<file path="src/rtl/gpio_pkg.sv">
package gpio_pkg;
    localparam int PORT_W = 8;
    localparam int ADDR_W = 3;

    typedef enum logic [1:0] {
        DM_STRONG = 2'b00,
        DM_S1_R0  = 2'b01,
        DM_HIZ    = 2'b10,
        DM_R1_S0  = 2'b11
    } drv_mode_e;

    typedef enum logic [ADDR_W-1:0] {
        RA_DATA    = 3'd0,
        RA_MODE_LO = 3'd1,
        RA_MODE_HI = 3'd2,
        RA_BYPASS  = 3'd3,
        RA_IRQ_EN  = 3'd4,
        RA_EDGE    = 3'd5,
        RA_PEND    = 3'd6,
        RA_NONE    = 3'd7
    } reg_addr_e;
endpackage

</file>
<file path="src/rtl/gpio_sync.sv">
module gpio_sync #(
    parameter int W      = 8,
    parameter int STAGES = 2
) (
    input  logic         clk,
    input  logic         rst_n,
    input  logic [W-1:0] d,
    output logic [W-1:0] q
);
    logic [W-1:0] chain [STAGES];

    generate
        for (genvar s = 0; s < STAGES; s++) begin : g_stage
            if (s == 0) begin : g_first
                always_ff @(posedge clk) begin
                    if (!rst_n) chain[0] <= '0;
                    else        chain[0] <= d;
                end
            end else begin : g_next
                always_ff @(posedge clk) begin
                    if (!rst_n) chain[s] <= '0;
                    else        chain[s] <= chain[s-1];
                end
            end
        end
    endgenerate

    assign q = chain[STAGES-1];
endmodule

</file>
<file path="src/rtl/gpio_slice.sv">
module gpio_slice
    import gpio_pkg::*;
(
    input  logic      clk,
    input  logic      rst_n,
    input  drv_mode_e mode,
    input  logic      out_bit,
    input  logic      lvl,
    input  logic      rise_sel,
    input  logic      clr,
    output logic      drv_hi,
    output logic      drv_lo,
    output logic      pull_up,
    output logic      pull_dn,
    output logic      pend
);
    logic lvl_d;
    logic hit;

    always_comb begin
        drv_hi  = 1'b0;
        drv_lo  = 1'b0;
        pull_up = 1'b0;
        pull_dn = 1'b0;
        unique case (mode)
            DM_STRONG: begin drv_hi = out_bit;  drv_lo  = ~out_bit; end
            DM_S1_R0:  begin drv_hi = out_bit;  pull_dn = ~out_bit; end
            DM_HIZ:    begin end
            DM_R1_S0:  begin pull_up = out_bit; drv_lo  = ~out_bit; end
            default:   begin end
        endcase
    end

    always_ff @(posedge clk) begin
        if (!rst_n) lvl_d <= 1'b0;
        else        lvl_d <= lvl;
    end

    assign hit = rise_sel ? (lvl & ~lvl_d) : (~lvl & lvl_d);

    always_ff @(posedge clk) begin
        if (!rst_n)   pend <= 1'b0;
        else if (hit) pend <= 1'b1;
        else if (clr) pend <= 1'b0;
    end

    AST_NO_FIGHT: assert property (@(posedge clk) disable iff (!rst_n) !((drv_hi && (drv_lo || pull_dn)) || (drv_lo && pull_up) || (pull_up && pull_dn)));
    AST_HIZ_QUIET: assert property (@(posedge clk) disable iff (!rst_n) (mode == DM_HIZ) |-> !(drv_hi || drv_lo || pull_up || pull_dn));
    AST_PEND_STICKY: assert property (@(posedge clk) disable iff (!rst_n) (pend && !clr) |=> pend);
    AST_EDGE_SETS: assert property (@(posedge clk) disable iff (!rst_n) ((rise_sel && lvl && !lvl_d) || (!rise_sel && !lvl && lvl_d)) |=> pend);
endmodule

</file>
<file path="src/rtl/gpio_port_ctrl.sv">
module gpio_port_ctrl
    import gpio_pkg::*;
#(
    parameter int N         = PORT_W,
    parameter int SYNC_DEPTH = 2
) (
    input  logic              clk,
    input  logic              rst_n,
    input  logic              wr_en,
    input  logic              rd_en,
    input  logic [ADDR_W-1:0] addr,
    input  logic [N-1:0]      wdata,
    output logic [N-1:0]      rdata,
    input  logic [N-1:0]      pin_in,
    input  logic [N-1:0]      periph_out,
    output logic [N-1:0]      periph_in,
    output logic [N-1:0]      drv_hi,
    output logic [N-1:0]      drv_lo,
    output logic [N-1:0]      pull_up,
    output logic [N-1:0]      pull_dn,
    output logic              irq
);
    logic [N-1:0] data_q, mlo_q, mhi_q, byp_q, ien_q, edge_q;
    logic [N-1:0] lvl, pend, clr_vec, src;
    logic [N-1:0] rd_mux;
    reg_addr_e    ra;

    assign ra = reg_addr_e'(addr);

    always_ff @(posedge clk) begin
        if (!rst_n) begin
            data_q <= '0;
            mlo_q  <= '0;
            mhi_q  <= {N{1'b1}};
            byp_q  <= '0;
            ien_q  <= '0;
            edge_q <= '0;
        end else if (wr_en) begin
            unique case (ra)
                RA_DATA:    data_q <= wdata;
                RA_MODE_LO: mlo_q  <= wdata;
                RA_MODE_HI: mhi_q  <= wdata;
                RA_BYPASS:  byp_q  <= wdata;
                RA_IRQ_EN:  ien_q  <= wdata;
                RA_EDGE:    edge_q <= wdata;
                default:    begin end
            endcase
        end
    end

    assign clr_vec = (wr_en && ra == RA_PEND) ? wdata : '0;

    always_comb begin
        unique case (ra)
            RA_DATA:    rd_mux = lvl;
            RA_MODE_LO: rd_mux = mlo_q;
            RA_MODE_HI: rd_mux = mhi_q;
            RA_BYPASS:  rd_mux = byp_q;
            RA_IRQ_EN:  rd_mux = ien_q;
            RA_EDGE:    rd_mux = edge_q;
            RA_PEND:    rd_mux = pend;
            default:    rd_mux = '0;
        endcase
    end

    always_ff @(posedge clk) begin
        if (!rst_n)     rdata <= '0;
        else if (rd_en) rdata <= rd_mux;
    end

    gpio_sync #(.W(N), .STAGES(SYNC_DEPTH)) u_sync (
        .clk   (clk),
        .rst_n (rst_n),
        .d     (pin_in),
        .q     (lvl)
    );

    assign periph_in = lvl;
    assign src       = (byp_q & periph_out) | (~byp_q & data_q);

    generate
        for (genvar i = 0; i < N; i++) begin : g_slice
            gpio_slice u_slice (
                .clk      (clk),
                .rst_n    (rst_n),
                .mode     (drv_mode_e'({mhi_q[i], mlo_q[i]})),
                .out_bit  (src[i]),
                .lvl      (lvl[i]),
                .rise_sel (edge_q[i]),
                .clr      (clr_vec[i]),
                .drv_hi   (drv_hi[i]),
                .drv_lo   (drv_lo[i]),
                .pull_up  (pull_up[i]),
                .pull_dn  (pull_dn[i]),
                .pend     (pend[i])
            );
        end
    endgenerate

    assign irq = |(pend & ien_q);

    AST_RESET_QUIET: assert property (@(posedge clk) disable iff (!rst_n) $rose(rst_n) |-> ((drv_hi | drv_lo | pull_up | pull_dn) == '0) && !irq);
    AST_RDATA_HOLD: assert property (@(posedge clk) disable iff (!rst_n) !rd_en |=> $stable(rdata));
    AST_IRQ_FALL: assert property (@(posedge clk) disable iff (!rst_n) $fell(irq) |-> $past(wr_en) && ($past(addr) == RA_PEND || $past(addr) == RA_IRQ_EN));
endmodule

</file>
<file path="config.mk">
export PLATFORM = sky130hd
export DESIGN_NAME = gpio_port_ctrl
export DESIGN_NICKNAME = d
export VERILOG_FILES = /design/src/rtl/gpio_pkg.sv /design/src/rtl/gpio_sync.sv /design/src/rtl/gpio_slice.sv /design/src/rtl/gpio_port_ctrl.sv
export SDC_FILE = /design/constraint.sdc
export NUM_CORES = 1
export LEC_CHECK = 0
export BUFFER_PORTS_ARGS = -buffer_cell sky130_fd_sc_hd__buf_4
export CORE_ASPECT_RATIO = 0.7
export CORE_UTILIZATION = 50
export CTS_CLUSTER_DIAMETER = 60
export DETAILED_ROUTE_END_ITERATION = 8
export GPL_TIMING_DRIVEN = 0
export PLACE_DENSITY = 0.86
export SYNTH_ARGS = -nofsm -noshare
export SYNTH_HDL_FRONTEND = slang
export SYNTH_HIERARCHICAL = 1
export SYNTH_SLANG_ARGS = --single-unit
</file>
<file path="constraint.sdc">
create_clock -name clk -period 1.5 [get_ports clk]
set_clock_uncertainty 0.05 [all_clocks]
set_input_delay 0.15 -clock clk [delete_from_list [all_inputs] [get_ports clk]]
set_output_delay 0.15 -clock clk [all_outputs]
set_load 0.05 [all_outputs]
</file>
After elaboration in Yosys (flattened, before gate mapping)
Memories as Yosys holds them, arrays and structs flattened.
Cells that the tools add are included.
Word-level totals
  bits in registers: 72
  RAM bits: 16
  input port bits: 31
  output and inout bits: 49
  logic and storage cells: 196
  memories: 1
Cells by class
  eq/ne operators: 22
  mux-type cells: 62
  bitwise logic cells: 47
  reduce and logical (&&, ||, !) cells: 41
Memory list
  u_sync.chain: depth 2, bits a word 8, read ports 2, clocked after memory_dff 0, write ports 2, RTL line gpio_sync.sv:10  | logic [W-1:0] chain [STAGES];
Operators with widths (count)
  1-bit two-way mux: 58
  8-bit case mux with 7 select lines: 1
  2-bit OR reduction: 16
  8-bit AND: 3
  8-bit two-way mux: 3
  1-bit NOT: 24
  1-bit AND: 16
  2-bit by 1-bit == test with 1-bit output, second input constant: 8
  2-bit == test, second input constant: 8
  2-bit zero test: 8
  2-bit nonzero test: 8
  2-bit AND reduction: 6
  3-bit == test, second input constant: 3
  8-bit NOT: 1
  8-bit bitwise OR: 1
  8-bit OR reduction: 1
  3-bit by 2-bit == test with 1-bit output, second input constant: 2
  3-bit by 1-bit == test with 1-bit output, second input constant: 1
  3-bit zero test: 1
  1-bit bitwise OR: 2
  1-bit logical AND: 1

Depth between registers and ports, before layout
Gate-level depths: netlist (run 1).
  word-level depth: 5
  depth in mapped cells: 7
  mapped depth without buffers: 5

Modules after synthesis
Netlist (run 1), hierarchy kept.
Modules (own cells, without submodules)
  gpio_port_ctrl: instances 1, cells an instance 338, area an instance 2811.4 um^2, seq. area each 1121.1 um^2
  gpio_slice: instances 8, cells an instance 16, area an instance 146.4 um^2, seq. area each 40.0 um^2
  gpio_sync: instances 1, cells an instance 33, area an instance 446.7 um^2, seq. area each 320.3 um^2

Worst setup path after synthesis (run 1)
Ideal clock, no wire load.
  kind: register to output
  start point: register byp_q[0]
  end point: output port pull_dn[0]
  arrival: 1393 ps
  data required time: 1300 ps
  path slack: -93 ps
  cell stages (with the launch flop): 3
  path buffers: 0
  cells stage by stage: dfxtp_1 -> mux2_2 -> nor2b_1
Between the ends
  word-level cells in the longest chain between the ends: 5
  elaborated cells between the ends (all ways): 6
  classes of those cells: mux (1); bitwise (5)
RTL lines
  start, declared: RTL line gpio_port_ctrl.sv:23  | logic [N-1:0] data_q, mlo_q, mhi_q, byp_q, ien_q, edge_q;
  start signal, assigned: RTL line gpio_port_ctrl.sv:43  | RA_BYPASS: byp_q <= wdata;
  8-bit NOT: RTL line gpio_port_ctrl.sv:79  | assign src = (byp_q & periph_out) | (~byp_q & data_q);
  8-bit AND: RTL line gpio_port_ctrl.sv:79
  8-bit bitwise OR (*): RTL line gpio_port_ctrl.sv:79
  net src[0]: RTL line gpio_port_ctrl.sv:24  | logic [N-1:0] lvl, pend, clr_vec, src;
  1-bit NOT (*): RTL line gpio_slice.sv:27  | DM_S1_R0: begin drv_hi = out_bit; pull_dn = ~out_bit; end
  1-bit two-way mux (*): RTL line gpio_slice.sv:25  | unique case (mode)
  end, declared: RTL line gpio_port_ctrl.sv:20  | output logic [N-1:0] pull_dn,
The timed path passes the listed nets; every way through them passes the cells marked *.

Worst setup path after layout (run 1)
  start point: register byp_q[1]
  end point: output port pull_up[1]
Between the ends
  word-level cells in the longest chain between the ends: 4
  elaborated cells between the ends (all ways): 5
  classes of those cells: mux (1); bitwise (4)
RTL lines
  8-bit NOT: RTL line gpio_port_ctrl.sv:79
  8-bit AND: RTL line gpio_port_ctrl.sv:79
  8-bit bitwise OR (*): RTL line gpio_port_ctrl.sv:79
  net src[1]: RTL line gpio_port_ctrl.sv:24
  1-bit two-way mux (*): RTL line gpio_slice.sv:25
  end, declared: RTL line gpio_port_ctrl.sv:19  | output logic [N-1:0] pull_up,
Marked as above.

==> metrics list, run 1 <==
* Area of the core: 8510 um2
- The worst-case IR drop observed on VDD is 0.866 mV.
- The H-tree generated during clock tree synthesis spans 3 levels.
* Final design utilization: 72.6%
* Top-Level Pins: 80
* Hold Startpoint: wdata[2]
- Leading register cell type out of synthesis: dfxtp_1
- Crit Path Category: flop to output pin
- Slew of the pin with the lowest slew margin: 0.722 ns
- Final setup violating endpoints: 25
* Root buffer selected by CTS: clkbuf_16
- Ant. Diodes: 0
- The largest individual stage delay along the critical path comes from the cell dfxtp_2.
- The endpoint identified for the worst register-to-register timing path is rdata[4].
- Average size of a mapped cell: 8.88 um2
* Final WS setup: -0.0491 ns
- In the final routed layout, each cell accounts on average for 18.2 um.
* Nets@finish: 671
* F_max: 0.646 GHz
- After synthesis, the netlist uses 42 different library cells.
- Share of power burned in the clock network: 41.9%
- Total power density per cell area: 887 nW/um2
- Across every metal layer, demand over resource in global routing totals 29.9%.
- The detail route stage leaves a number of antenna-violating nets equal to 0.
- After the first detailed-routing iteration, the DRC count stood at 365.
- In the routed layout, each cell is associated on average with a via count of 5.60.
* Placement row count: 28
- The count of buffers added on input and output ports is 78.
- Final RePlAce weighted congestion: 0.915
- The max-slew violation total from the final report came to 0.
- Area Overhead vs Synth: 39.5%
* Max-cap check violation count: 0
* Switching power: 1.36 mW
- Shortest clock period the worst path allows after layout: 1.55 ns
- Share of final-layout standard cells stronger than drive strength 1: 36.1%
* Syn nets: 554
* Leakage power summed over all cells: 2.61 nW
* Final period utilization: 103%
* Int Pwr: 4.12 mW
- Initial standard-cell utilization of the core: 52.0%
- Number of standard cells after synthesis: 499
- Detail Placement HPWL: 8910 um
- Maximum count of clock buffers along a single path: 2
- Failing checks: negative setup slack
* Total iterations of the first detailed-routing run: 6
- Per report_power, the combinational group accounts for 13.3% of the total.
- In this run switching power makes up 24.9% of total power.
- Proportion of synthesized chip area in sequential cells: 39.8%
* Vias post-DR: 4144
- The number of buffers and inverters on the critical path is 1.
- The tightest min-delay check is of the primary input to flop type.
- For this run, the slowest stage of the critical path takes 0.35 ns.
* Worst-case reg-to-reg path depth: 5
- Measured against its own limit, the worst slew margin works out to 51.6%.
- The flow ran to the end, but the final reports show violations.
* Sequential group share of total power: 44.8%
- Worst reg-to-reg setup slack: 0.08 ns
- TritonCTS built the clock tree.
- The first global-routing pass estimated 20700 um of wire.
- In the routed design, unresolved DRC markers number 0.
- Reg2reg start: byp_q[4]
- Die height: 80.7 um
- Die span in x: 114 um
- Entering global routing, the biggest net connects 25 pins.
* Cell Chain, Critical Path: mux2_4, and2_4, buf_8
- The number of antenna violations at the first check in global routing is 0.
* Startpoint types: flop
- During synthesis, Yosys emitted a total of 6 warnings.
- Of all nets on the critical path, the largest fanout is 4.
- STA puts the critical path data required time at 1.30 ns.
* Num CTS Buffers: 9
* Hold endpoint: mhi_q[2]
* Unrepaired setup endpoints after global routing: yes
- For this run, asynchronously set or reset flops after synthesis account for 0%.
- The worst hold path passes through 3 cells.
- The floorplan step defined a die boundary enclosing 9240 um2.
- The mapped netlist covers 4430 um2.
- Data on the critical path arrives at its endpoint at 1.35 ns.
- Broken down by cell family, the worst path's largest delay share belongs to flip-flops.
- The number of global-route vias before repair is 3952.
* Seq cells post-synth: 88
- After filler insertion, the fill cell instance count of the layout stands at 636.
- Launch point of the worst path: byp_q[1]
- In the layout the commonest cells are 100 x nand2_1, 71 x buf_4, 64 x dfxtp_1.
- Total power for the finished layout comes to 5.48 mW.
- For the worst-skew pair, the clock arrives at the later sink with an insertion delay of 0.34 ns.
* Number of enable flip-flop cells after synthesis: 0
* Wire length reported by the detailed router: 13400 um
* Overflow left after global routing: 0
* Clk sinks: 88
- STA classifies the critical path endpoint as an output pin.
* Clock edge transition at the registers on the reported setup and hold paths: 0.06 ns
- Hold violation count in the final report: 0
* Most frequent standard cell in the layout excluding fill and tap cells: nand2_1
## final cells by class
type	count	area [um2]	area share (%)
multi-input combinational	372	2730	44.2
sequential	88	1820	29.4
inverter	17	63.8	1.03
clock buffer	12	267	4.31
clock inverter	3	40.0	0.648
timing repair buffer	106	985	15.9
buffer	22	129	2.09
tap	120	150	2.43
## cell usage after synthesis (5+ instances only)
cell type / n / area [um2]
dfxtp_1: 88 / 1760
a21oi_1: 5 / 25.0
nand2_1: 100 / 375
inv_1: 17 / 63.8
mux2_2: 8 / 90.1
o31a_1: 8 / 70.1
o2bb2ai_1: 5 / 43.8
a22o_1: 5 / 43.8
o21a_1: 8 / 60.1
mux2i_1: 13 / 130
and2_1: 30 / 188
and2_2: 12 / 90.1
a21boi_0: 38 / 285
ha_1: 24 / 300
o21ai_0: 7 / 35.0
nor2_1: 15 / 56.3
buf_4: 6 / 45.0
nand2b_1: 8 / 50.1
and3b_1: 8 / 70.1
clkbuf_1: 7 / 26.3
buf_2: 5 / 25.0
nor3b_1: 8 / 60.1
nand3_1: 13 / 65.1
nor2b_1: 26 / 163
a211oi_1: 7 / 52.6
## metal layers
| layer | routed length, um | track usage [%] | vias to the layer above | part of all wire, % |
|---|---|---|---|---|
| met5 | 0 | 0 | - | 0 |
| met4 | 293 | 11.7 | 0 | 2.2 |
| met1 | 5720 | 38.1 | 1975 | 43 |
| li1 | - | - | 1922 | - |
| met2 | 6390 | 49.4 | 213 | 48 |
| met3 | 1040 | 7.16 | 34 | 7.7 |
## flip-flops by register name, summed over array words and instances (netlist names)
register and count:
u_sync/chain 16, byp_q 8, data_q 8, edge_q 8, g_slice.u_slice/lvl_d 8, g_slice.u_slice/pend 8
ien_q 8, mhi_q 8, mlo_q 8, rdata 8
## how the worst max path moves through the flow
stage	to	slack [ns]	cells past startpoint
floorplan	g_slice[2].u_slice/pend	0.06	7
global placement	g_slice[1].u_slice/pend	-0.27	7
detailed placement	g_slice[5].u_slice/pend	-0.32	7
CTS	pull_dn[7]	-0.04	3
global route	drv_lo[7]	-0.06	3
finish	pull_up[1]	-0.05	3
## cell families (layout without fill, tap and decap cells)
kind of cell             after synthesis  in the layout  share of synthesized area [%]
AND/OR/NAND/NOR                      228            228                           26.5
adder cells (fa/ha/maj)               24             24                           6.78
flip-flops                            88             88                           39.8
AO/OA/AOI/OAI                         96             96                           16.5
multiplexers                          24             24                           6.16
buffers and inverters                 39            160                           4.32
## metrics by stage
| step | hold WS, ns | cell area [um2] | cells | setup TNS (ns) | setup WS (ns) |
|---|---|---|---|---|---|
| CTS | 0.0333 | 6070 | 738 | -0.300 | -0.0409 |
| global placement | 0.323 | 5200 | 697 | -6.42 | -0.271 |
| finish | 0.0366 | 6180 | 740 | -0.588 | -0.0491 |
| global route | 0.0512 | 6180 | 740 | -1.26 | -0.0642 |
| detailed placement | 0.325 | 5200 | 697 | -8.57 | -0.317 |
| floorplan | 0.224 | 4470 | 499 | 0 | 0.0615 |
## worst reg2reg max path, cell delays in order, from the launching register on
cell       delay (ns)
dfxtp_2          0.33
buf_4            0.13
mux2i_1          0.22
a2bb2oi_1        0.21
a211oi_1         0.10
a221o_1          0.26
## repair_timing
| action | 4_1_cts | 5_1_grt |
|---|---|---|
| cloned | 0 | 0 |
| hold endpoints to repair | 8 | 0 |
| buffers inserted | 18 | 2 |
| gates resized for setup | 106 | 26 |
| setup endpoints to repair | 33 | 58 |
| hold buffers | 8 | 0 |
| pin swaps | 18 | 4 |
## power by group through the flow
stage	Sequential [mW]	Clock, mW	Combinational [mW]
3_5_place_dp	2.52	0	0.612
3_3_place_gp	2.52	0	0.597
2_1_floorplan	2.56	0	0.333
4_1_cts	2.46	2.31	0.691
5_1_grt	2.46	2.41	0.771
6_report	2.46	2.30	0.728
No activity file was read; power rests on OpenSTA's default activity.
==> run 2, diff against run 1 <==
--- a/config.mk
+++ b/config.mk
@@ -6,7 +6,6 @@
 export NUM_CORES = 1
 export LEC_CHECK = 0
 export BUFFER_PORTS_ARGS = -buffer_cell sky130_fd_sc_hd__buf_4
-export CORE_ASPECT_RATIO = 0.7
 export CORE_UTILIZATION = 50
 export CTS_CLUSTER_DIAMETER = 60
 export DETAILED_ROUTE_END_ITERATION = 8
==> run 2 against run 1 <==
  * The flow still finishes with violations (negative setup slack)
  * Final area decreased by 0.12%
  * Non-clock buffer count grew 4
  * Sequential cell count stayed put
  * Die area about the same
  * First-iteration DRC count up 3.0%
  * Combinational power up 0.5%
  * Critical path depth stayed put
  * Final cell count is 1.5% lower
  * Critical endpoint is now pull_up[4]
  * Largest cell class unchanged
  * Highest routed layer unchanged
==> metrics list, run 2 (synthesis gave the netlist of run 1 again) <==
- The floorplan step defined a die boundary enclosing 9240 um2.
- In this run the remaining antenna-violating nets after routing total 0.
- The worst setup path is of the flop to output pin kind.
- The first detailed-routing pass ran for 5 iterations.
- Mean routed wirelength per cell: 18.3 um
* Summed area of non-filler cells in the final layout: 6170 um2
- In the layout the commonest cells are 100 x nand2_1, 75 x buf_4, 62 x dfxtp_1.
* Buf/Inv on CP: 1
* Number of fillers in the final layout: 565
- For this design, the sink count on the clock tree is 88.
- Slew of the pin with the lowest slew margin: 0.671 ns
- Final RePlAce weighted congestion: 0.931
* Data required, critical path: 1.30 ns
* H-tree depth: 3
- For this design the static power due to leakage is 2.61 nW.
* Number of global-route vias before repair: 4131
- In this run the power density over the cells is 869 nW/um2.
- The number of antenna diodes in the final layout is 0.
- Entering global routing, the biggest net connects 25 pins.
- The flow ran to the end, but the final reports show violations.
- Global routing consumed, over all layers together, 29.9% of the routing resources.
- After detailed placement, the total cell area comes to 5190 um2.
- Across all setup checks in the final design, the least slack found is -0.0956 ns.
- Maximum fanout count along the critical path: 4
* Wire length reported by the detailed router: 13300 um
- The first global-routing pass estimated 20400 um of wire.
- Register with the highest flop count: u_sync/chain
- Die height: 96.1 um
* Clock edge transition at the registers on the reported setup and hold paths: 0.09 ns
- The number of hold violations in the final report is 0.
- Shortest clock period the worst path allows after layout: 1.60 ns
- Timing would allow up to 0.627 GHz.
- CP Data Arrival Time: 1.40 ns
- Measured on the finished design, the core utilization comes to 73.7%.
- Startpoint types: flop
- Overflow left after global routing: 0
- After floorplanning, the core was divided into 33 placement rows.
* Crit path max-delay family: flip-flops
* Critical path's slowest cell: dfxtp_2
- Failing checks: negative setup slack
- Once the floorplan was initialized, standard cells occupied 52.8% of the core.
* Highest ir drop seen on vdd: 0.550 mV
* Critical Path End Type: output pin
* Top-Level Pins: 80
* Worst relative slew slack: 55.0%
- The detailed router finished its first iteration with 376 violations.
- Input and output buffers added on the ports amount to 78.
- The register with the most flip-flops in the layout has 16 of them.
- In the routed layout, each cell is associated on average with a via count of 5.85.
- After detailed routing, the number of remaining DRC violations is 0.
* CTS tree: built
* Die span in x: 96.1 um
- Unrepaired setup endpoints after global routing: yes
- The number of antenna violations at the first check in global routing came to 0.
* Maximum count of clock buffers along a single path: 2
- The final route contains 4262 vias.
* Min-delay worst type: primary input to flop
* Root buffer selected by CTS: clkbuf_8
- Max-cap check violation count: 0
* Final setup violating endpoints: 32
* Worst-Skew Late Latency: 0.37 ns
* Nets@finish: 675
- The post-route netlist has 37.8% of its cells at a drive strength greater than 1.
* Area of the core: 8380 um2
- Relative to the synthesized area, the layout overhead comes to 39.4%.
- The wire-length estimate of the detail-placed layout is 8580 um.
* Delay of the slowest cell on the worst path: 0.37 ns
- Most frequent standard cell in the layout excluding fill and tap cells: nand2_1
- The critical path goes through mux2_4, and2_4, buf_8.
* Num CTS Buffers: 9
- Count of final max-slew check failures: 0
- The final critical path takes up 106% of the cycle.
==> run 2: cell types whose count changed in the layout (fill, tap and decap cells not counted), sizes merged <==
cell / change
buf: +5
clkbuf: -3
clkinv: -1
bufinv: +3
==> run 2: worst paths after layout <==
path	from	slack, ns	cells past startpoint	endpoint
setup / recovery	byp_q[4]	-0.1	3	pull_up[4]
hold / removal	wdata[6]	0.01	3	byp_q[6]
setup reg to reg	byp_q[1]	0.09	5	rdata[1]
hold reg to reg	u_sync/chain[0][1]	0.39	1	u_sync/chain[1][1]
==> run 2: final cells by class <==
type                       count  area, um2  area share [%]
sequential                    88       1820            29.4
clock inverter                 5        129            2.09
clock buffer                  10        138            2.23
timing repair buffer         110       1010            16.4
multi-input combinational    372       2760            44.6
buffer                        22        128            2.07
tap                          105        131            2.13
inverter                      17       63.8            1.03
==> run 2: repair_timing <==
action                                  in CTS  in global routing
gates resized for setup                    107                 30
hold endpoints to repair                     8                  0
pin swaps                                   16                  8
hold buffers                                 8                  0
endpoints found under the setup margin      33                 41
buffers inserted                            22                  2
==> run 2: per-stage QoR <==
step	setup slack [ns]	instances	power (mW)	setup TNS, ns	hold WS (ns)
floorplan	0.0615	499	2.89	0	0.224
global placement	-0.229	682	3.10	-3.75	0.322
detailed placement	-0.276	682	3.13	-5.34	0.325
CTS	-0.0570	727	5.30	-1.02	0.00757
global route	-0.0968	729	5.52	-2.13	0.0234
finish	-0.0956	729	5.36	-1.38	0.0127
==> run 2: per-layer routing <==
metal,track usage [%],share of wire [%],up-vias
met4,16.3,4.5,0
met5,0,0,-
li1,-,-,1928
met1,33.6,37,1998
met2,53.4,50,262
met3,5.21,7.7,74
==> run 2: where the power goes <==
group	total, mW	switching (mW)	leakage (nW)	internal, mW
combinational	0.732	0.416	1.75	0.316
sequential	2.46	0.0602	0.724	2.40
clock	2.17	0.860	0.133	1.31
==> run 2: worst reg2reg max path, delay by kind of cell, from the launching register on <==
kind	cells	cell delay (ns)
AO/OA/AOI/OAI	3	0.57
buffers and inverters	1	0.13
flip-flops	1	0.34
multiplexers	1	0.21
